$ cat config.mk
export PLATFORM = sky130hd
export DESIGN_NAME = pa_uncached_classify
export DESIGN_NICKNAME = d
export VERILOG_FILES = /design/src/rtl/pa_uc_pkg.sv /design/src/rtl/pa_uc_decode.sv /design/src/rtl/pa_uc_track.sv /design/src/rtl/pa_uncached_classify.sv
export SDC_FILE = /design/constraint.sdc
export NUM_CORES = 1
export LEC_CHECK = 0
export BUFFER_PORTS_ARGS = -buffer_cell sky130_fd_sc_hd__buf_2
export CORE_ASPECT_RATIO = 0.7
export CORE_MARGIN = 1
export CORE_UTILIZATION = 49
export CTS_BUF_LIST = sky130_fd_sc_hd__clkbuf_4
export DETAILED_ROUTE_END_ITERATION = 8
export GPL_TIMING_DRIVEN = 0
export PLACE_DENSITY = 0.93
export SYNTH_ARGS = -nofsm -noshare
export SYNTH_HDL_FRONTEND = slang
export SYNTH_SLANG_ARGS = --single-unit
$ cat constraint.sdc
create_clock -name clk -period 2.6 [get_ports clk]
set_clock_uncertainty 0.05 [all_clocks]
set_input_delay 0 -clock clk [delete_from_list [all_inputs] [get_ports clk]]
set_output_delay 0 -clock clk [all_outputs]
set_load 0.02 [all_outputs]
$ cat src/rtl/pa_uc_pkg.sv
package pa_uc_pkg;
   // classification of one accepted address
   typedef struct packed {
      logic uc;       // uncacheable
      logic conv_hi;  // counts as a bit-40 convention access
      logic conv_lo;  // counts as a bit-39-only convention access
      logic ireg;     // hits the internal-register window
   } pa_uc_class_t;
endpackage

$ cat src/rtl/pa_uc_decode.sv
module pa_uc_decode #(
   parameter int ADDR_W   = 44,
   parameter int HI_BIT   = 40,
   parameter int LO_BIT   = 39,
   parameter int KEEP_W   = 40,
   parameter int IREG_EN  = 1,
   parameter int IREG_LSB = 32,
   parameter int IREG_W   = 8,
   parameter logic [IREG_W-1:0] IREG_VAL = '1
) (
   input  logic [ADDR_W-1:0]      addr,
   output logic [ADDR_W-1:0]      ext_addr,
   output pa_uc_pkg::pa_uc_class_t cls
);
   localparam int IREG_MSB = IREG_LSB + IREG_W - 1;

   logic uc;
   logic win_hit;

   assign uc = addr[HI_BIT] | addr[LO_BIT];

   // kept bits pass through, upper bits take the uncached marker
   for (genvar i = 0; i < ADDR_W; i++) begin : g_ext
      if (i < KEEP_W) begin : g_keep
         assign ext_addr[i] = addr[i];
      end else begin : g_fill
         assign ext_addr[i] = uc;
      end
   end

   if (IREG_EN != 0) begin : g_win
      assign win_hit = (addr[IREG_MSB:IREG_LSB] == IREG_VAL);
   end else begin : g_nowin
      assign win_hit = 1'b0;
   end

   always_comb begin
      cls.uc      = uc;
      cls.conv_hi = addr[HI_BIT];
      cls.conv_lo = addr[LO_BIT] & ~addr[HI_BIT];
      cls.ireg    = uc & win_hit;
   end
endmodule

$ cat src/rtl/pa_uc_track.sv
module pa_uc_track (
   input  logic                    clk,
   input  logic                    rst_n,
   input  logic                    clr,
   input  logic                    vld,
   input  logic                    spec,
   input  pa_uc_pkg::pa_uc_class_t cls,
   output logic                    err_mix,
   output logic                    err_ireg
);
   logic seen_hi, seen_lo;
   logic take;
   logic mix_now, ireg_now;

   assign take     = vld & ~clr;
   assign mix_now  = take & ((cls.conv_hi & seen_lo) | (cls.conv_lo & seen_hi));
   assign ireg_now = take & cls.ireg & ~spec;

   always_ff @(posedge clk) begin
      if (!rst_n || clr) begin
         seen_hi  <= 1'b0;
         seen_lo  <= 1'b0;
         err_mix  <= 1'b0;
         err_ireg <= 1'b0;
      end else begin
         if (take && cls.conv_hi) seen_hi <= 1'b1;
         if (take && cls.conv_lo) seen_lo <= 1'b1;
         if (mix_now)  err_mix  <= 1'b1;
         if (ireg_now) err_ireg <= 1'b1;
      end
   end
endmodule

$ cat src/rtl/pa_uncached_classify.sv
module pa_uncached_classify #(
   parameter int ADDR_W   = 44,
   parameter int HI_BIT   = 40,
   parameter int LO_BIT   = 39,
   parameter int KEEP_W   = 40,
   parameter int IREG_EN  = 1,
   parameter int IREG_LSB = 32,
   parameter int IREG_W   = 8,
   parameter logic [IREG_W-1:0] IREG_VAL = '1
) (
   input  logic              clk,
   input  logic              rst_n,
   input  logic              clr,
   input  logic              in_vld,
   input  logic [ADDR_W-1:0] in_addr,
   input  logic              in_spec,
   output logic              out_vld,
   output logic [ADDR_W-1:0] out_addr,
   output logic              out_uc,
   output logic              err_mix,
   output logic              err_ireg
);
   // elaboration-time parameter checks
   if (HI_BIT >= ADDR_W || LO_BIT >= ADDR_W) begin : g_bad_bit
      $error("marker bit outside the address");
   end
   if (HI_BIT == LO_BIT) begin : g_same_bit
      $error("marker bits must differ");
   end
   if (KEEP_W > ADDR_W || LO_BIT >= KEEP_W) begin : g_bad_keep
      $error("kept width inconsistent with marker bits");
   end
   if (IREG_EN != 0 && IREG_LSB + IREG_W > KEEP_W) begin : g_bad_win
      $error("register window outside the kept field");
   end

   pa_uc_pkg::pa_uc_class_t cls;
   logic [ADDR_W-1:0]       ext_addr;

   pa_uc_decode #(
      .ADDR_W(ADDR_W), .HI_BIT(HI_BIT), .LO_BIT(LO_BIT), .KEEP_W(KEEP_W),
      .IREG_EN(IREG_EN), .IREG_LSB(IREG_LSB), .IREG_W(IREG_W),
      .IREG_VAL(IREG_VAL)
   ) u_dec (
      .addr     (in_addr),
      .ext_addr (ext_addr),
      .cls      (cls)
   );

   pa_uc_track u_trk (
      .clk      (clk),
      .rst_n    (rst_n),
      .clr      (clr),
      .vld      (in_vld),
      .spec     (in_spec),
      .cls      (cls),
      .err_mix  (err_mix),
      .err_ireg (err_ireg)
   );

   always_ff @(posedge clk) begin
      if (!rst_n) begin
         out_vld  <= 1'b0;
         out_addr <= '0;
         out_uc   <= 1'b0;
      end else begin
         out_vld <= in_vld;
         if (in_vld) begin
            out_addr <= ext_addr;
            out_uc   <= cls.uc;
         end
      end
   end
endmodule

## Yosys cells after proc, flatten, opt, wreduce, memory -nomap -nowiden

Index checks and enable logic that the tools add are counted.

| word-level totals | value |
|---|---|
| ROM bits | 0 |
| bits in registers | 47 |
| latch bits | 0 |
| memories kept | 0 |
| logic and storage cells | 25 |
| bits in writable memories | 0 |

| cells by class | value |
|---|---|
| $add $sub $neg | 0 |
| reductions and logical operators | 4 |
| shift operators | 0 |
| div/mod/pow operators | 0 |
| magnitude comparators | 0 |
| multipliers | 0 |
| bitwise logic cells | 13 |
| muxes and demuxes | 0 |
| equality and inequality tests | 1 |

Operators by type and width:

| kind | count |
|---|---|
| 1-bit bitwise AND | 8 |
| 8-bit equality test, second input constant | 1 |
| 1-bit NOT | 3 |
| 1-bit logical AND | 2 |
| 1-bit bitwise OR | 2 |
| 1-bit logical NOT | 1 |
| 1-bit logical OR | 1 |

## Longest topological paths before layout

| depth | value |
|---|---|
| depth in word-level cells | 5 |
| depth in mapped cells | 4 |

## Cells and area by module

Synthesis repeated with hierarchy kept, for this count alone.

| unflattened totals | value |
|---|---|
| cells, all modules | 214 |
| area, all modules | 2,314.7 um^2 |

Modules (own cells, without submodules):

| module | area each (um^2) | instances | seq. area each (um^2) | cells an instance |
|---|---|---|---|---|
| pa_uncached_classify | 1,770.4 | 1 | 920.9 | 147 |
| pa_uc_decode | 376.6 | 1 | 0.0 | 51 |
| pa_uc_track | 167.7 | 1 | 80.1 | 16 |

## Worst setup path before layout

No wires, ideal clock.

| path | value |
|---|---|
| kind | in2reg |
| start point | input port in_vld |
| end point | register u_trk.err_ireg |
| stages | 4 |
| library setup time | 70 ps |
| data arrival time | 696 ps |
| data required time | 2,480 ps |
| slack | 1,784 ps |
| cells stage by stage | buf_4 -> nand2_1 -> or3_1 -> a21oi_1 |

| on the way | value |
|---|---|
| cells in the longest elaborated chain, start to end | 3 |

RTL lines:

| element | line | text |
|---|---|---|
| from (decl) | pa_uncached_classify.sv:14 | `input logic in_vld,` |
| 1-bit bitwise AND | pa_uc_track.sv:15 | `assign take = vld & ~clr;` |
| 1-bit bitwise AND (2 in a row) | pa_uc_track.sv:17 | `assign ireg_now = take & cls.ireg & ~spec;` |
| to (signal assigned) | pa_uc_track.sv:24 | `err_ireg <= 1'b0;` |
| to (signal assigned) | pa_uc_track.sv:29 | `if (ireg_now) err_ireg <= 1'b1;` |
| to (decl) | pa_uc_track.sv:9 | `output logic err_ireg` |

Every way passes these cells.
A chain may end at the register's enable or synchronous reset.

## Worst setup path after layout

| path | value |
|---|---|
| start point | input port in_vld |
| end point | register u_trk.seen_hi |

| on the way | value |
|---|---|
| cells in the longest elaborated chain, start to end | 2 |

RTL lines:

| element | line | text |
|---|---|---|
| 1-bit bitwise AND | pa_uc_track.sv:15 |  |
| 1-bit logical AND | pa_uc_track.sv:26 | `if (take && cls.conv_hi) seen_hi <= 1'b1;` |
| to (signal assigned) | pa_uc_track.sv:21 | `seen_hi <= 1'b0;` |
| to (signal assigned) | pa_uc_track.sv:26 |  |
| to (decl) | pa_uc_track.sv:11 | `logic seen_hi, seen_lo;` |

Every way passes these cells.

==> run metrics <==
Final TNS setup 0 ps; post-synth top area cell dfxtp_1; TritonCTS Buffers 5; yosys warns 0; share of post-route cells with drive strength above 1 0.346; fin. max-slew vios 0; cts repair resizes 0; largest net degree at the start of global routing 14; Hold Crit Depth 3; clock share of power 0.234; Post-Syn Area between 1500 and 2000 um2; DIE AREA 3840 um2; clock sink count 46; cell family with most CP delay buffers and inverters; Core Area 3280 um2; Seq pwr share 0.543; Async S/R FF share, synth 0; Antenna diodes 0; First-pass DRT Iterations 4; nets 360; average routed wire per standard cell 14.8 um; vias in the first global route 1848; DR iter-0 viols 53; Worst Max-Slew Pin Slew roughly 410 ps; min-delay src in_vld; Netlist cell types 19; Post-Syn Area per Cell around 11 um2; initial antenna violation count 0; wire length on met2 2720 um; critical-path maximum fanout 10; first-pass GRT wire length about 8300 um; synth top area cells dfxtp_1 (52%), mux2i_1 (22%), nor2b_1 (14%); worst reg2reg path depth 4; count leader, synth dfxtp_1; Synth top cells by count dfxtp_1 (46), mux2i_1 (39), nor2b_1 (39); Starting Density 0.537; chip width 73.6 um; clock-pin slew on the worst setup and hold paths 140 ps; Tmin final 1890 ps; worst setup margin 712 ps; area of the multi-input gates approximately 750 um2; cts hold-fix bufs 52; #FFs+latches synth 46; synthesized instance count 160; Worst R2R End u_trk.seen_hi; WP data required 2810 ps; WS Path Type in2reg; filler cell count roughly 200; EDFF count, synth 0; Inst Count DP 299; count of final setup violators 0; WP data arrival roughly 2100 ps; Detailed Route WL around 5300 um; Max Cap Viol 0; Leak 1.44 nW; Post-synth top flop dfxtp_1; Tot GR Track Use 0.302; crit-path cells dlygate4sd3_1, buf_2, a21oi_1, dlygate4sd3_1, nor2_1, dlygate4sd3_1; Worst R2R Start u_trk.seen_hi; Register Area 921 um2; most used cell, CP dlygate4sd3_1; Final ANT Viol Nets 0; crit end category register; via count between 1500 and 2000; HP Class in2reg; Peak VDD IR 0.000340 V; P&R area growth vs syn 62.1%; WL met1 2140 um; Final HPWL DP 2980 um; worst hold margin -5.73 ps; Pwr Density slightly below 500 nW/um2; number of post-CTS setup repair buffers 0; failing checks negative hold slack; CTS root buf clkbuf_4; PortBufs 92; post-route core utilization 0.871; slew margin rel. 0.725; hold path endpoint out_addr[23]; post-synthesis sequential area ratio 0.523; critical path's slowest cell dlygate4sd3_1; RSZ-0062 raised after global routing no; die span in y 52.2 um; routability cong. 0.764; fmax 530 MHz; Cell Rows 17; final hold vios 1; clk buf depth 2; I/O pin cnt 97; Residual DRC 0; filler-free cell count of the finished design 359; DR WL met3 approximately 300 um; CTS tree built; Vias/cell slightly below 5; Top Metal Used met4; H-tree levels 2; max incr delay on CP about 580 ps; Post-Syn Nets 209; crit path launch type input pin; sw frac 0.278; r2r setup slk just under 800 ps; GRT overflow 0; Tcrit/Tclk final 0.726; status complete, but fails checks; Worst-Skew Late Latency 350 ps; pre-CTS WS between 1500 and 2000 ps; Comb power frac 0.223; Synth top area share 0.523; Int Pwr 0.00102 W; CP bufs+invs 4; Net Switching 0.000392 W
[worst register-to-register path, stage by stage (launching register included)]
cell and delay (ps):
dfxtp_1 350, a21oi_1 120, dlygate4sd3_1 580, nor2_1 50, dlygate4sd3_1 570
[per-stage QoR]
step	total power, W	cell area (um2)
3_5_place_dp	0.00102	2280
6_report	0.00141	2850
3_3_place_gp	0.00102	2280
4_1_cts	0.00139	2850
5_1_grt	0.00147	2850
2_1_floorplan	0.000927	1760
[registers in the layout (all words and copies together) (netlist names)]
| register | cells |
|---|---|
| out_vld | 1 |
| u_trk.seen_lo | 1 |
| u_trk.err_mix | 1 |
| out_addr | 41 |
| u_trk.seen_hi | 1 |
| u_trk.err_ireg | 1 |
[kinds of logic (layout without fill, tap and decap cells)]
family	after synthesis	after routing	share of synthesized area
AOI/OAI and AO/OA	8	8	0.0249
buffers and inverters	16	168	0.0519
DFF	46	46	0.523
muxes	39	39	0.222
and+or+nand+nor	51	51	0.178
[cell type report]
| cell class | count | area share |
|---|---|---|
| Sequential cell | 46 | 0.323 |
| Inverter | 3 | 0.00395 |
| Tap cell | 47 | 0.0206 |
| Multi-Input combinational cell | 98 | 0.262 |
| Buffer | 13 | 0.0281 |
| Clock inverter | 2 | 0.00307 |
| Clock buffer | 6 | 0.0158 |
| Timing Repair Buffer | 144 | 0.344 |
[layout by cell type, fill, tap and decap left out, types with 2 or more instances in the layout]
cell type      synthesis  routed
buf_4                  8       8
nor2_1                 3       3
clkbuf_1               4       4
nand2b_1               2       2
dfxtp_1               46      46
inv_1                  3       3
clkbuf_4               0       6
buf_2                  1      93
o21ai_0                2       2
nor2b_1               39      39
dlygate4sd3_1          0      52
and2_1                 2       2
mux2i_1               39      39
a21oi_1                4       4
[worst max path at each step]
stage	slack [ps]	start	cells after the start	endpoint
2_1_floorplan	1780	in_vld	4	u_trk.err_ireg
3_5_place_dp	1700	in_vld	4	u_trk.err_ireg
5_1_grt	660	in_vld	6	u_trk.seen_hi
4_1_cts	810	in_vld	6	u_trk.seen_hi
6_report	710	in_vld	6	u_trk.seen_hi
3_3_place_gp	1710	in_vld	4	u_trk.err_ireg
[power groups by stage]
stage          Clock [W]  Combinational (W)  Sequential (W)
6_report        0.000331           0.000314        0.000766
5_1_grt         0.000366           0.000335        0.000770
4_1_cts         0.000327           0.000304        0.000764
3_5_place_dp           0           0.000244        0.000779
3_3_place_gp           0           0.000238        0.000778
2_1_floorplan          0           0.000100        0.000827
[layer usage]
metal | up-vias | GRT usage
li1 | 825 | -
met3 | 18 | 0.0969
met4 | 0 | 0.157
met2 | 72 | 0.550
met1 | 826 | 0.311
met5 | - | 0
Note: power is estimated with default switching activity, not from simulation.
